--- src/rtl/comp_pkg.sv ---
package comp_pkg;
    localparam int REG_W         = 32;
    localparam int COORD_W       = 13;
    localparam int X_LSB         = 0;
    localparam int Y_LSB         = 16;
    localparam int COMP_W        = 10;
    localparam int NCOMP         = 3;
    localparam int COLOR_W       = COMP_W * NCOMP;
    localparam int ALPHA_W       = 8;
    localparam int ALPHA_SEL_BIT = 10;
    localparam int DEF_ALPHA_LSB = 24;

    // element [NCOMP-1] is the most significant component of a colour word
    typedef logic [NCOMP-1:0][COMP_W-1:0] rgb_t;

    typedef struct packed {
        logic               vld;
        logic [ALPHA_W-1:0] a;
        rgb_t               fg;
        rgb_t               lo;
    } stage1_t;

    typedef struct packed {
        logic vld;
        rgb_t pix;
    } stage2_t;

    function automatic logic [COORD_W-1:0] corner_x(input logic [REG_W-1:0] r);
        return r[X_LSB +: COORD_W];
    endfunction

    function automatic logic [COORD_W-1:0] corner_y(input logic [REG_W-1:0] r);
        return r[Y_LSB +: COORD_W];
    endfunction
endpackage

--- src/rtl/comp_window_hit.sv ---
module comp_window_hit
    import comp_pkg::*;
(
    input  logic               en,
    input  logic [REG_W-1:0]   tl,
    input  logic [REG_W-1:0]   br,
    input  logic [COORD_W-1:0] x,
    input  logic [COORD_W-1:0] y,
    output logic               hit
);
    logic empty;
    logic in_x;
    logic in_y;
    logic unused_corner_bits;

    assign empty = (tl == '0) && (br == '0);
    assign in_x  = (x >= corner_x(tl)) && (x <= corner_x(br));
    assign in_y  = (y >= corner_y(tl)) && (y <= corner_y(br));
    assign hit   = en && !empty && in_x && in_y;

    assign unused_corner_bits = ^{tl, br};
endmodule

--- src/rtl/comp_blend_lane.sv ---
module comp_blend_lane
    import comp_pkg::*;
(
    input  logic [ALPHA_W-1:0] a,
    input  logic [COMP_W-1:0]  fg,
    input  logic [COMP_W-1:0]  bg,
    output logic [COMP_W-1:0]  res
);
    localparam int SW   = COMP_W + ALPHA_W + 1;
    localparam int AMAX = (1 << ALPHA_W) - 1;

    logic [SW-1:0] a_w;
    logic [SW-1:0] ia_w;
    logic [SW-1:0] sum;
    logic [SW-1:0] quo;
    logic          unused_quo_bits;

    always_comb begin
        a_w  = SW'(a);
        ia_w = SW'(AMAX) - a_w;
        sum  = a_w * SW'(fg) + ia_w * SW'(bg) + SW'(AMAX / 2);
        quo  = sum / SW'(AMAX);
        res  = quo[COMP_W-1:0];
    end

    assign unused_quo_bits = ^quo;
endmodule

--- src/rtl/plane_compositor.sv ---
module plane_compositor
    import comp_pkg::*;
#(
    parameter int NCH = 3
) (
    input  logic                      clk,
    input  logic                      rst_n,
    input  logic [COORD_W-1:0]        pos_x,
    input  logic [COORD_W-1:0]        pos_y,
    input  logic                      pos_vld,
    input  logic [REG_W-1:0]          ctrl,
    input  logic [NCH-1:0][REG_W-1:0] win_tl,
    input  logic [NCH-1:0][REG_W-1:0] win_br,
    input  logic [NCH-1:0][REG_W-1:0] bg_color,
    input  logic [NCH-1:0][REG_W-1:0] ch_pix,
    input  logic [ALPHA_W-1:0]        ch1_alpha,
    output logic [COLOR_W-1:0]        out_pix,
    output logic                      out_vld
);
    logic [NCH-1:0] ch_en;
    logic [NCH-1:0] ch_hit;
    stage1_t        s1_d, s1_q;
    stage2_t        s2_d, s2_q;
    rgb_t           blend;
    logic           unused_in_bits;

    // channel index 0 is the top plane; its enable is the highest of the enable bits
    for (genvar g = 0; g < NCH; g++) begin : g_win
        assign ch_en[g] = ctrl[NCH-1-g];
        comp_window_hit u_hit (
            .en  (ch_en[g]),
            .tl  (win_tl[g]),
            .br  (win_br[g]),
            .x   (pos_x),
            .y   (pos_y),
            .hit (ch_hit[g])
        );
    end

    // stage 1: coverage, priority and alpha source
    always_comb begin
        rgb_t lower;
        s1_d     = '0;
        lower    = '0;
        s1_d.vld = pos_vld;
        for (int i = NCH - 1; i >= 0; i--) begin
            if (ch_en[i]) lower = bg_color[i][COLOR_W-1:0];
        end
        for (int i = NCH - 1; i >= 1; i--) begin
            if (ch_hit[i]) lower = ch_pix[i][COLOR_W-1:0];
        end
        if (pos_vld) begin
            s1_d.lo = lower;
            s1_d.fg = ch_pix[0][COLOR_W-1:0];
            if (ch_hit[0]) begin
                s1_d.a = ctrl[ALPHA_SEL_BIT] ? ch1_alpha : ctrl[DEF_ALPHA_LSB +: ALPHA_W];
            end
        end
    end

    // stage 2: per-component blend; alpha 0 passes the lower layer unchanged
    for (genvar c = 0; c < NCOMP; c++) begin : g_lane
        comp_blend_lane u_lane (
            .a   (s1_q.a),
            .fg  (s1_q.fg[c]),
            .bg  (s1_q.lo[c]),
            .res (blend[c])
        );
    end

    always_comb begin
        s2_d.vld = s1_q.vld;
        s2_d.pix = s1_q.vld ? blend : '0;
    end

    always_ff @(posedge clk or negedge rst_n) begin
        if (!rst_n) begin
            s1_q <= '0;
            s2_q <= '0;
        end else begin
            s1_q <= s1_d;
            s2_q <= s2_d;
        end
    end

    assign out_pix = s2_q.pix;
    assign out_vld = s2_q.vld;

    assign unused_in_bits = ^{ctrl, bg_color, ch_pix};
endmodule

--- config.mk ---
export PLATFORM = sky130hd
export DESIGN_NAME = plane_compositor
export DESIGN_NICKNAME = d
export VERILOG_FILES = /design/src/rtl/comp_pkg.sv /design/src/rtl/comp_window_hit.sv /design/src/rtl/comp_blend_lane.sv /design/src/rtl/plane_compositor.sv
export SDC_FILE = /design/constraint.sdc
export NUM_CORES = 2
export LEC_CHECK = 0
export ABC_CLOCK_PERIOD_IN_PS = 13100
export CORE_MARGIN = 5
export CORE_UTILIZATION = 30
export CTS_CLUSTER_DIAMETER = 200
export CTS_CLUSTER_SIZE = 25
export DETAILED_ROUTE_END_ITERATION = 12
export PLACE_DENSITY_LB_ADDON = 0.05
export RECOVER_POWER = 100
export SLEW_MARGIN = 15
export SYNTH_ARGS = -nofsm -noshare
export SYNTH_HDL_FRONTEND = slang
export SYNTH_SLANG_ARGS = --single-unit
--- constraint.sdc ---
create_clock -name clk -period 13.1 [get_ports clk]
set_input_delay 2.62 -clock clk [delete_from_list [all_inputs] [get_ports clk]]
set_output_delay 2.62 -clock clk [all_outputs]
set_load 0.005 [all_outputs]
==> metrics.csv <==
metric;value;unit
syn_inst;4419;
fp.dieW;356;um
multiInputGateArea;32000;um2
grt_util_all_layers;0.215;
synthFlopType;dfrtp_1;
coreArea;119000;um2
root_buffer;clkbuf_16;
port-buffer-count;451;
grt_max_degree;63;
synthArstFlopShare;1.00;
netlist_area;35900;um2
critPathMaxStageDelay;0.59;ns
critPathLaunchType;flip-flop;
wl_per_cell;19.3;um
syn_nets;5676;
yosysSeqAreaShare;0.0696;
nNetsFinal;6781;
drv_cap;6;
viasPerCell;4.98;
cpMostUsedCell;buf_4;
fin_cells;7154;
syn_avg_cell_area;8.13;um2
drt_pass1_iterations;5;
worstSetupPathType;flip-flop to flip-flop;
crit_family;adder cells;
relSlewSlack;-1.66;
top_usage_layer;met2;
cts_hold_buffers;0;
hold_violations;0;
place.gp.congestion;0.874;
clock_path_buffers;2;
setup_viol;0;
ant_nets;0;
critPathCaptureType;flip-flop;
hp-start;s1_q[68]$_DFF_PN0_;
path_buf_inv;15;
wirelength;138;mm
place_inst;7080;
hold_path_depth;1;
cp.required;13.44;ns
synth_edf_count;0;
grt_pass1_vias;37000;
syn_to_final_growth;39.6;%
max_slew.worst_pin.slew;3.98;ns
clkLatencyLatePin;0.46;ns
clock_skew;0.0255;ns
die_area;127000;um2
fmax;0.0793;GHz
drive_gt1_frac;0.216;
via_count;35700;
holdPathEnd;out_vld$_DFF_PN0_;
grt_util_met2;0.370;
crit_fanout;8;
antenna_found_initial;30;
grt_pass1_wl;213;mm
cts_buffers;9;
yosysWarnings;0;
reg2regPathDepth;52;
hold_path.class;flip-flop to flip-flop;
io_pins;484;
drv_slew;256;
cts.clk_slew.worst_paths;0.09;ns
clkSinkCount;100;
grtUsageMet1;0.276;
route.detailed.drc;0;
timing.final.crit_share;0.962;
regToRegSetupSlack;0.50;ns
cp.arrival;12.94;ns
fillers;12300;
post-route-min-period;12.60;ns
cts_tree;built;
synth.distinct_cells;127;
htreeDepth;3;
hpwl;118;mm
violations;max-capacitance violations, max-slew violations;
core.rowCount;127;
ys_ff_latch;100;
grt_overflow_total;0;
drt_iter0_drc;1670;
r2r-end;out_pix[10]$_DFF_PN0_;
crit_slowest_cell;dfrtp_4;
r2r-start;s1_q[63]$_DFF_PN0_;
grt.met3_usage;0.0366;
status;finished, violations left;
start_util;0.301;
seq_area;2510;um2
die_h;356;um
## per-layer routing
layer | vias up | part of all wire
li1 | 17500 | -
met1 | 17300 | 0.45
met2 | 669 | 0.48
met3 | 137 | 0.042
met4 | 22 | 0.030
met5 | - | 0.00095
## registers in the layout, summed over array words and instances, names as in the netlist
name     count
out_vld      1
out_pix     30
s1_q        69
## cell type report
| cell class | count | share of cell area |
|---|---|---|
| timing repair buffer | 1245 | 0.212 |
| sequential | 100 | 0.0501 |
| tap | 1612 | 0.0402 |
| clock buffer | 9 | 0.00449 |
| clock inverter | 7 | 0.00140 |
| antenna | 13 | 0.000648 |
| multi-input combinational | 3470 | 0.639 |
| inverter | 698 | 0.0522 |
## cells in the final DEF, fill, tap and decap left out, types with 89 or more instances in the layout
master	Yosys	routed
nand2b_1	140	140
dfrtp_1	100	92
fa_1	393	391
inv_1	698	696
nor2b_1	201	191
ha_1	411	392
o21ai_0	130	110
nor2_1	203	193
clkdlybuf4s50_1	0	415
buf_4	1	764
nand2_1	216	209
nand3_1	97	89
a21oi_1	216	188
and2_1	295	271
## worst max path at each step
stage	start	to	slack, ns	depth (start not counted)
final	s1_q[63]$_DFF_PN0_	out_pix[10]$_DFF_PN0_	0.50	52
after global routing	s1_q[65]$_DFF_PN0_	out_pix[0]$_DFF_PN0_	-0.06	55
after CTS	s1_q[64]$_DFF_PN0_	out_pix[10]$_DFF_PN0_	0.01	50
after detailed placement	s1_q[63]$_DFF_PN0_	out_pix[20]$_DFF_PN0_	-0.21	44
after global placement	s1_q[63]$_DFF_PN0_	out_pix[20]$_DFF_PN0_	-0.21	44
after floorplan	s1_q[60]$_DFF_PN0_	out_pix[10]$_DFF_PN0_	0.45	47
## synth_stat cells (17+ instances only)
cell	count	share of area
or3_1	26	0.0045
a211o_1	19	0.0046
o211ai_1	71	0.015
xnor2_1	52	0.013
o21ai_0	130	0.018
nor4_1	83	0.014
nor2_1	203	0.021
a21o_1	41	0.0086
and2_1	295	0.051
inv_1	698	0.073
buf_2	32	0.0045
a211oi_1	53	0.011
nor3_1	64	0.0089
o31a_1	17	0.0041
dfrtp_1	100	0.070
clkbuf_1	107	0.011
a31oi_1	40	0.0070
ha_1	411	0.14
a21oi_1	216	0.030
xor2_1	33	0.0080
o21a_1	47	0.0098
o31ai_1	18	0.0038
nand3_1	97	0.014
nand2b_1	140	0.024
or2_2	18	0.0031
fa_1	393	0.22
nand4_1	68	0.012
a22oi_1	40	0.0084
mux2i_1	26	0.0072
and3_1	30	0.0052
o211a_1	43	0.012
o21ai_1	20	0.0028
nor2b_1	201	0.035
nand2_1	216	0.023
## kinds of logic (layout without fill, tap and decap cells)
kind of cell / Yosys count / after routing / synth area share
adders and majority gates: 807 / 807 / 0.363
xor gates and xnor gates: 87 / 87 / 0.0218
other: 0 / 13 / 0
muxes: 46 / 46 / 0.0140
AOI/OAI and AO/OA: 988 / 988 / 0.198
and+or+nand+nor: 1542 / 1542 / 0.243
buffers and inverters: 849 / 1959 / 0.0912
DFF: 100 / 100 / 0.0696
## per-stage QoR
step | setup slack [ns] | hold WS, ns | setup TNS [ns] | utilization | area (um2)
floorplan | 0.454 | 0.393 | 0 | - | 35900
global placement | -0.213 | 0.584 | -0.586 | 0.398 | 47600
detailed placement | -0.206 | 0.586 | -0.548 | 0.398 | 47600
CTS | 0.0139 | 0.605 | 0 | 0.402 | 48000
global route | -0.0650 | 0.812 | -0.165 | 0.420 | 50200
finish | 0.497 | 0.788 | 0 | 0.420 | 50200
## repair_timing
item                       in CTS  in global routing
setup endpoints to repair       3                  7
setup buffers                   2                 43
pin swaps                       3                124
gates resized for setup        25                362
Power is not shown: default switching activity piles up to over one toggle a cycle in this logic, so the estimate is an artifact.
